$ cat src/rtl/ptu_pkg.sv
package ptu_pkg;
  typedef enum logic {
    EXC_UNDEF = 1'b0,
    EXC_OVF   = 1'b1
  } exc_cause_e;
endpackage

$ cat src/rtl/ptu_stage_latch.sv
module ptu_stage_latch #(
  parameter int XLEN = 32,
  parameter int NREP = 4
) (
  input  logic            clk,
  input  logic            rst,
  input  logic            kill,
  input  logic            in_vld,
  input  logic [XLEN-1:0] in_pc,
  input  logic [NREP-1:0] in_hit,
  input  logic [NREP-1:0] in_cau,
  output logic            q_vld,
  output logic [XLEN-1:0] q_pc,
  output logic [NREP-1:0] q_hit,
  output logic [NREP-1:0] q_cau
);
  // One pipeline slot of the status record; a kill zeroes the whole slot.
  always_ff @(posedge clk) begin
    if (rst || kill) begin
      q_vld <= 1'b0;
      q_pc  <= '0;
      q_hit <= '0;
      q_cau <= '0;
    end else begin
      q_vld <= in_vld;
      q_pc  <= in_pc;
      q_hit <= in_hit;
      q_cau <= in_cau;
    end
  end

  AST_KILL_EMPTIES_SLOT: assert property (@(posedge clk) disable iff (rst)
    kill |=> (!q_vld && q_hit == '0));
endmodule

$ cat src/rtl/ptu_oldest_pick.sv
module ptu_oldest_pick #(
  parameter int NREP = 4
) (
  input  logic [NREP-1:0] hit,
  input  logic [NREP-1:0] cau,
  output logic            any,
  output logic            cause
);
  // Earliest reporting stage of a single instruction decides its cause.
  always_comb begin
    any   = |hit;
    cause = 1'b0;
    for (int i = NREP - 1; i >= 0; i--) begin
      if (hit[i]) cause = cau[i];
    end
  end
endmodule

$ cat src/rtl/ptu_handler_sel.sv
module ptu_handler_sel
  import ptu_pkg::*;
#(
  parameter int              XLEN       = 32,
  parameter logic [XLEN-1:0] COMMON_VEC = 32'h8000_0180,
  parameter logic [XLEN-1:0] VEC_BASE   = 32'hC000_0000,
  parameter logic [XLEN-1:0] VEC_STRIDE = 32'h0000_0020
) (
  input  logic            vec_mode,
  input  logic            cause,
  output logic [XLEN-1:0] addr
);
  always_comb begin
    if (!vec_mode) begin
      addr = COMMON_VEC;
    end else if (exc_cause_e'(cause) == EXC_OVF) begin
      addr = VEC_BASE + VEC_STRIDE;
    end else begin
      addr = VEC_BASE;
    end
  end
endmodule

$ cat src/rtl/precise_trap_unit.sv
module precise_trap_unit #(
  parameter int              XLEN       = 32,
  parameter int              NST        = 5,
  parameter logic [XLEN-1:0] COMMON_VEC = 32'h8000_0180,
  parameter logic [XLEN-1:0] VEC_BASE   = 32'hC000_0000,
  parameter logic [XLEN-1:0] VEC_STRIDE = 32'h0000_0020
) (
  input  logic              clk,
  input  logic              rst,
  input  logic              if_vld,
  input  logic [XLEN-1:0]   if_pc,
  input  logic [NST-2:0]    exc_vld,
  input  logic [NST-2:0]    exc_cause,
  input  logic              vec_mode,
  input  logic              eret,
  input  logic              rf_we_req,
  input  logic              mem_we_req,
  output logic              rf_we,
  output logic              mem_we,
  output logic              flush,
  output logic              epc_we,
  output logic              cause_we,
  output logic [XLEN-1:0]   epc,
  output logic              cause,
  output logic              redirect_vld,
  output logic [XLEN-1:0]   redirect_pc
);
  localparam int NREP   = NST - 1;  // stages able to report a fault
  localparam int MEM_IX = NST - 2;
  localparam int WB_IX  = NST - 1;

  logic            s_vld [NST];
  logic [XLEN-1:0] s_pc  [NST];
  logic [NREP-1:0] s_hit [NST];
  logic [NREP-1:0] s_cau [NST];
  logic [NREP-1:0] m_hit [NREP];
  logic [NREP-1:0] m_cau [NREP];

  logic            wb_any;
  logic            wb_cause;
  logic            take;
  logic [XLEN-1:0] handler;
  logic [XLEN-1:0] epc_q;
  logic            cause_q;
  logic            rdr_vld_q;
  logic [XLEN-1:0] rdr_pc_q;

  assign s_vld[0] = if_vld;
  assign s_pc[0]  = if_pc;
  assign s_hit[0] = '0;
  assign s_cau[0] = '0;

  // Merge this cycle's fault flags into each instruction's record.
  always_comb begin
    for (int k = 0; k < NREP; k++) begin
      m_hit[k] = s_hit[k];
      m_cau[k] = s_cau[k];
      m_hit[k][k] = s_hit[k][k] | exc_vld[k];
      m_cau[k][k] = exc_vld[k] ? exc_cause[k] : s_cau[k][k];
      if (!s_vld[k]) begin
        m_hit[k] = '0;
        m_cau[k] = '0;
      end
    end
  end

  for (genvar g = 1; g < NST; g++) begin : g_slot
    ptu_stage_latch #(.XLEN(XLEN), .NREP(NREP)) u_latch (
      .clk    (clk),
      .rst    (rst),
      .kill   (flush),
      .in_vld (s_vld[g-1]),
      .in_pc  (s_pc[g-1]),
      .in_hit (m_hit[g-1]),
      .in_cau (m_cau[g-1]),
      .q_vld  (s_vld[g]),
      .q_pc   (s_pc[g]),
      .q_hit  (s_hit[g]),
      .q_cau  (s_cau[g])
    );
  end

  ptu_oldest_pick #(.NREP(NREP)) u_pick (
    .hit   (s_hit[WB_IX]),
    .cau   (s_cau[WB_IX]),
    .any   (wb_any),
    .cause (wb_cause)
  );

  ptu_handler_sel #(
    .XLEN(XLEN), .COMMON_VEC(COMMON_VEC), .VEC_BASE(VEC_BASE), .VEC_STRIDE(VEC_STRIDE)
  ) u_hsel (
    .vec_mode (vec_mode),
    .cause    (wb_cause),
    .addr     (handler)
  );

  assign take     = s_vld[WB_IX] & wb_any;
  assign flush    = take | eret;
  assign epc_we   = take;
  assign cause_we = take;

  assign rf_we  = rf_we_req & s_vld[WB_IX] & ~wb_any;
  assign mem_we = mem_we_req & s_vld[MEM_IX] & ~(|m_hit[MEM_IX]) & ~take & ~eret;

  always_ff @(posedge clk) begin
    if (rst) begin
      epc_q     <= '0;
      cause_q   <= 1'b0;
      rdr_vld_q <= 1'b0;
      rdr_pc_q  <= '0;
    end else begin
      if (take) begin
        epc_q   <= s_pc[WB_IX];
        cause_q <= wb_cause;
      end
      rdr_vld_q <= take | eret;
      if (take) begin
        rdr_pc_q <= handler;
      end else if (eret) begin
        rdr_pc_q <= epc_q;
      end
    end
  end

  assign epc          = epc_q;
  assign cause        = cause_q;
  assign redirect_vld = rdr_vld_q;
  assign redirect_pc  = rdr_pc_q;

  AST_TRAP_ONLY_AT_WB: assert property (@(posedge clk) disable iff (rst)
    epc_we |-> s_vld[WB_IX]);
  AST_NO_STORE_ON_MEM_FAULT: assert property (@(posedge clk) disable iff (rst)
    (s_vld[MEM_IX] && exc_vld[MEM_IX]) |-> !mem_we);
  AST_NO_WRITE_AFTER_TRAP: assert property (@(posedge clk) disable iff (rst)
    epc_we |=> !rf_we);
  AST_TRAP_SINGLE_CYCLE: assert property (@(posedge clk) disable iff (rst)
    epc_we |=> !epc_we);
  AST_EPC_CAPTURE: assert property (@(posedge clk) disable iff (rst)
    epc_we |=> (epc == $past(s_pc[WB_IX])));
  AST_REDIRECT_FOLLOWS: assert property (@(posedge clk) disable iff (rst)
    flush |=> redirect_vld);
  AST_EPC_HELD: assert property (@(posedge clk) disable iff (rst)
    !epc_we |=> $stable(epc));
endmodule

$ cat config.mk
export PLATFORM = sky130hd
export DESIGN_NAME = precise_trap_unit
export DESIGN_NICKNAME = d
export VERILOG_FILES = /design/src/rtl/ptu_pkg.sv /design/src/rtl/ptu_stage_latch.sv /design/src/rtl/ptu_oldest_pick.sv /design/src/rtl/ptu_handler_sel.sv /design/src/rtl/precise_trap_unit.sv
export SDC_FILE = /design/constraint.sdc
export NUM_CORES = 1
export LEC_CHECK = 0
export ABC_AREA = 0
export BUFFER_PORTS_ARGS = -buffer_cell sky130_fd_sc_hd__buf_2
export CORE_ASPECT_RATIO = 0.6
export CORE_UTILIZATION = 40
export CTS_BUF_LIST = sky130_fd_sc_hd__clkbuf_8
export DETAILED_ROUTE_END_ITERATION = 6
export SYNTH_ARGS = -nofsm -noshare
export SYNTH_HDL_FRONTEND = slang
export SYNTH_SLANG_ARGS = --single-unit
$ cat constraint.sdc
create_clock -name clk -period 2.5 [get_ports clk]
set_clock_uncertainty 0.15 [all_clocks]
set_input_delay 0.125 -clock clk [delete_from_list [all_inputs] [get_ports clk]]
set_output_delay 0.125 -clock clk [all_outputs]
set_load 0.02 [all_outputs]
* Word-level counts from Yosys, hierarchy flattened
Cells that the tools add are included.
Cells by class: bitwise operators 20, reduce and logical (&&, ||, !) cells 9, mux-type cells 12
Operators by type and width (count):
- two-way mux 32 bit | 2
- two-way mux 31 bit | 1
- NOT 1 bit | 9
- OR reduction 2 bit | 4
- OR reduction 4 bit | 2
- AND 1 bit | 7
- two-way mux 1 bit | 7
- two-way mux 6 bit | 1
- two-way mux 4 bit | 1
- OR 1 bit | 4
- OR reduction 3 bit | 1
- nonzero test 2 bit | 1
- logical OR 1 bit | 1
Storage, ports and cells: output and inout bits 71, word-level logic and storage cells 63, register bits after elaboration 230

* Depth between registers and ports, before layout
word-level depth 7, mapped depth 6, gate-level depth less buffers 4

* Hierarchy
Synthesis repeated with hierarchy kept, for this count alone.
Unflattened totals: cell total of the unflattened synthesis 746, area total of the unflattened synthesis 9490.4 sq um
Modules (own cells, without submodules):
- ptu_stage_latch | seq. area each 820.8 sq um, cells an instance 92, area an instance 1437.6 sq um, times used 4
- precise_trap_unit | seq. area each 1321.3 sq um, cells an instance 338, area an instance 3453.3 sq um, times used 1
- ptu_handler_sel | seq. area each 0.0 sq um, cells an instance 34, area an instance 242.7 sq um, times used 1
- ptu_oldest_pick | seq. area each 0.0 sq um, cells an instance 6, area an instance 43.8 sq um, times used 1

* Least setup slack after synthesis
No wires, ideal clock.
kind flip-flop to output port, start point register g_slot[4].u_latch.q_hit[3], end point output port mem_we, data arrival time 1.763 ns, cell stages (with the launch flop) 4, slack 0.462 ns, path buffers 0, data required time 2.225 ns, path through dfxtp_1 o41ai_4 nand2b_1 nor4_1
Between the ends: cells in the longest elaborated chain, start to end 5
Ends and longest elaborated chain:
- from (decl) | RTL line ptu_stage_latch.sv:14 | output logic [NREP-1:0] q_hit,
- from (signal assigned) | RTL line ptu_stage_latch.sv:27 | q_hit <= in_hit;
- OR reduction 4 bit | RTL line ptu_oldest_pick.sv:11 | any = |hit;
- AND 1 bit | RTL line precise_trap_unit.sv:98 | assign take = s_vld[WB_IX] & wb_any;
- NOT 1 bit | RTL line precise_trap_unit.sv:104 | assign mem_we = mem_we_req & s_vld[MEM_IX] & ~(|m_hit[MEM_IX]) & ~take & ~eret;
- AND 1 bit (2 in a row) | RTL line precise_trap_unit.sv:104
- to (decl) | RTL line precise_trap_unit.sv:19 | output logic mem_we,
Every way passes these cells.

* Final worst setup path
Same ends and word-level chain as after synthesis.

==> flow_metrics.env <==
export IMPL_status="finished clean"
export IMPL_place_ws_ns=0.4910
export IMPL_critical_path_arrival_ns=2.12
export IMPL_clk_latency_ns=0.53
export IMPL_setup_ws_ns=0.1068
export IMPL_final_cell_mix="dfxtp_1, and2_1, buf_2, nand2_1, dlygate4sd3_1"
export IMPL_crit_family="simple AND/OR/NAND/NOR gates"
export IMPL_rows=35
export IMPL_tightest_slew_ns=0.6996
export IMPL_p_leak_nw=3.728
export IMPL_timing_fmax_ghz=0.4179
export IMPL_via_per_inst=4.301
export IMPL_drc=0
export IMPL_crit_buf_inv=1
export IMPL_cts_tree="done"
export IMPL_cts_setup_buffers=0
export IMPL_stdcell_area_um2=8378
export IMPL_finalCriticalPeriod_ns=2.393
export IMPL_drive_gt1_share_pct=22.19
export IMPL_pwr_share_clk_pct=41.6
export IMPL_synth_area_um2=6520
export IMPL_path_class="flip-flop to primary output"
export IMPL_endpoint_kind="primary output"
export IMPL_drt_first_pass_iters=4
export IMPL_synth_nets=634
export IMPL_finalSetupTns_ns=0
export IMPL_setup_viol=0
export IMPL_cts_max_level=1
export IMPL_first_iter_violations=167
export IMPL_synth_area_per_cell_um2=11.11
export IMPL_vias=4206
export IMPL_maxCapViolCount=0
export IMPL_dieArea_um2=16830
export IMPL_grt_busiest_layer="met1"
export IMPL_p_seq_share_pct=55.3
export IMPL_fp_dieW_um=166.8
export IMPL_first_global_vias=3933
export IMPL_rsz0062_at_grt="no"
export IMPL_io_buffers=117
export IMPL_netlist_instances=587
export IMPL_grt_start_max_net_pins=132
export IMPL_wire_per_inst_um=12.95
export IMPL_cp_data_required_time_ns=2.23
export IMPL_ys_types=28
export IMPL_slew_headroom_pct=53.36
export IMPL_yosysSeqAreaShare_pct=66.94
export IMPL_syn_to_final_growth_pct=28.50
export IMPL_die_y_um=100.9
export IMPL_switching_share_pct=20.20
export IMPL_hold_violations=0
export IMPL_grt_use_met2_pct=20.34
export IMPL_diodes=0
export IMPL_cpMaxStageDelayCell="o41ai_4"
export IMPL_slowest_delay_ns=0.48
export IMPL_yosys_warnings=0
export IMPL_cts_max_path_buffers=3
export IMPL_ir_worst_vdd_v=0.0002704
export IMPL_start_util_pct=41.70
export IMPL_hold_path_class="input pin to flip-flop"
export IMPL_p_per_area_nw_per_um2=759.4
export IMPL_drt_antenna_violating_nets=0
export IMPL_fin_cells=978
export IMPL_hpwl_mm=8.304
export IMPL_fillers=1392
export IMPL_drv_slew=0
export IMPL_antenna_found_initial=0
export IMPL_dpl_instance_area_um2=7272
export IMPL_internal_power_mw=5.077
export IMPL_use_met1_pct=23.22
export IMPL_cts_sinks=218
export IMPL_grt_pass1_wl_mm=20.53
export IMPL_path_clk_slew_ns=0.06
export IMPL_gr_total_overflow=0
export IMPL_grt_util_met3_pct=3.494
export IMPL_fin_nets=802
export IMPL_final_common_cell="dfxtp_1"
export IMPL_grtUsageTotal_pct=15.11
export IMPL_comb_power_share_pct=3.1
export IMPL_place_inst=878
export IMPL_ys_seq_elements=218
export IMPL_cts_root_buf="clkbuf_8"
export IMPL_p_sw_mw=1.285
export IMPL_gp_congestion=0.7413
export IMPL_cp_max_fo=4
export IMPL_cts_buffers=30
export IMPL_num_io_pins=118
export IMPL_routed_wl_mm=12.67
export IMPL_fin_crit_sh_pct=95.73
export IMPL_cp_cell_sequence="o41ai_4, nand2b_1, nor4_1, buf_2"
export IMPL_coreArea_um2=15630
export IMPL_critPathLaunchType="flip-flop"
==> timing repair <==
item                                    CTS  global route
hold buffers                             48             0
hold endpoints to repair                 60             0
endpoints found under the setup margin    0             3
resized for setup                         0             2
==> cell type report <==
type                       count  area [µm²]  share of cell area [%]
inverter                       2       7.507                 0.08961
clock inverter                14       85.08                   1.016
sequential                   218        4364                   52.09
tap                          203       254.0                   3.032
timing repair buffer         171        1124                   13.41
multi-input combinational    332        2021                   24.12
clock buffer                  38       523.0                   6.243
==> per-layer routing <==
layer  share of wire [%]  wire, µm
met4                 1.9       244
met1                  56      7135
met5                   0         0
met3                 5.5       700
met2                  36      4585
==> power groups by stage <==
stage / logic (mW) / registers (mW) / clock network (mW)
after floorplan: 0.0876 / 3.59 / 0
after global placement: 0.140 / 3.59 / 0
after detailed placement: 0.144 / 3.59 / 0
after CTS: 0.196 / 3.52 / 2.73
after global routing: 0.217 / 3.52 / 2.88
final: 0.196 / 3.52 / 2.65
==> synthesized netlist by cell type <==
library cell  number  area [µm²]
clkbuf_1          17       63.81
nor4b_2            3       45.04
a211oi_1           4       30.03
nor3_2             1       10.01
dfxtp_1          218        4364
nor2_1            29       108.9
inv_2              1       3.750
o41ai_4            1       27.53
buf_2             13       65.06
nor2b_1            1       6.260
o31ai_1            1       7.510
buf_4              1       7.510
mux2i_1           32       320.3
and2_1           145       907.1
o32ai_1            1       8.760
buf_1              4       15.01
nor4_1             2       12.51
nand3b_1           3       22.52
nor4_2             1       12.51
a21oi_1           33       165.2
a221o_1            1       10.01
nand3_1            1       5.000
inv_1              1       3.750
nand2_1           65       244.0
nand2b_1           2       12.51
and3_1             4       25.02
and4_1             1       8.760
nor3b_1            1       7.510
==> worst register-to-register path: cells and delay by family, from the launching register on <==
family	cells	cell delay [ns]
simple gates	2	0.59
buf+inv	2	0.76
compound gates	1	0.48
flops	1	0.34
==> flip-flops by register name, summed over array words and instances (netlist names) <==
| signal | cells |
|---|---|
| cause | 1 |
| g_slot.u_latch.q_pc | 128 |
| g_slot.u_latch.q_hit | 10 |
| redirect_pc | 32 |
| g_slot.u_latch.q_cau | 10 |
| epc | 32 |
| g_slot.u_latch.q_vld | 4 |
| redirect_vld | 1 |
==> path summary, 6_finish.rpt <==
path                               from                          to  slack (ns)  cells after the start
min                                eret             redirect_pc[11]        0.09                      3
max reg2reg  g_slot[4].u_latch.q_hit[3]  g_slot[3].u_latch.q_hit[2]        0.12                      5
max          g_slot[4].u_latch.q_hit[3]                      mem_we        0.11                      4
min reg2reg  g_slot[3].u_latch.q_pc[15]  g_slot[4].u_latch.q_pc[15]        0.27                      1
==> through the flow <==
step	power (mW)	util [%]	hold slack [ns]
after CTS	6.446	53.48	0.04854
after detailed placement	3.738	46.51	0.1791
after global placement	3.734	46.51	0.1789
after floorplan	3.679	-	0.09671
final	6.362	53.59	0.09166
after global routing	6.618	53.59	0.1058
==> kinds of logic after synthesis <==
| group | Yosys count | synth area share [%] |
|---|---|---|
| simple gates | 259 | 21.90 |
| buf+inv | 37 | 2.437 |
| compound gates | 41 | 3.819 |
| flops | 218 | 66.94 |
| mux | 32 | 4.913 |
(Power assumes the default switching activity.)
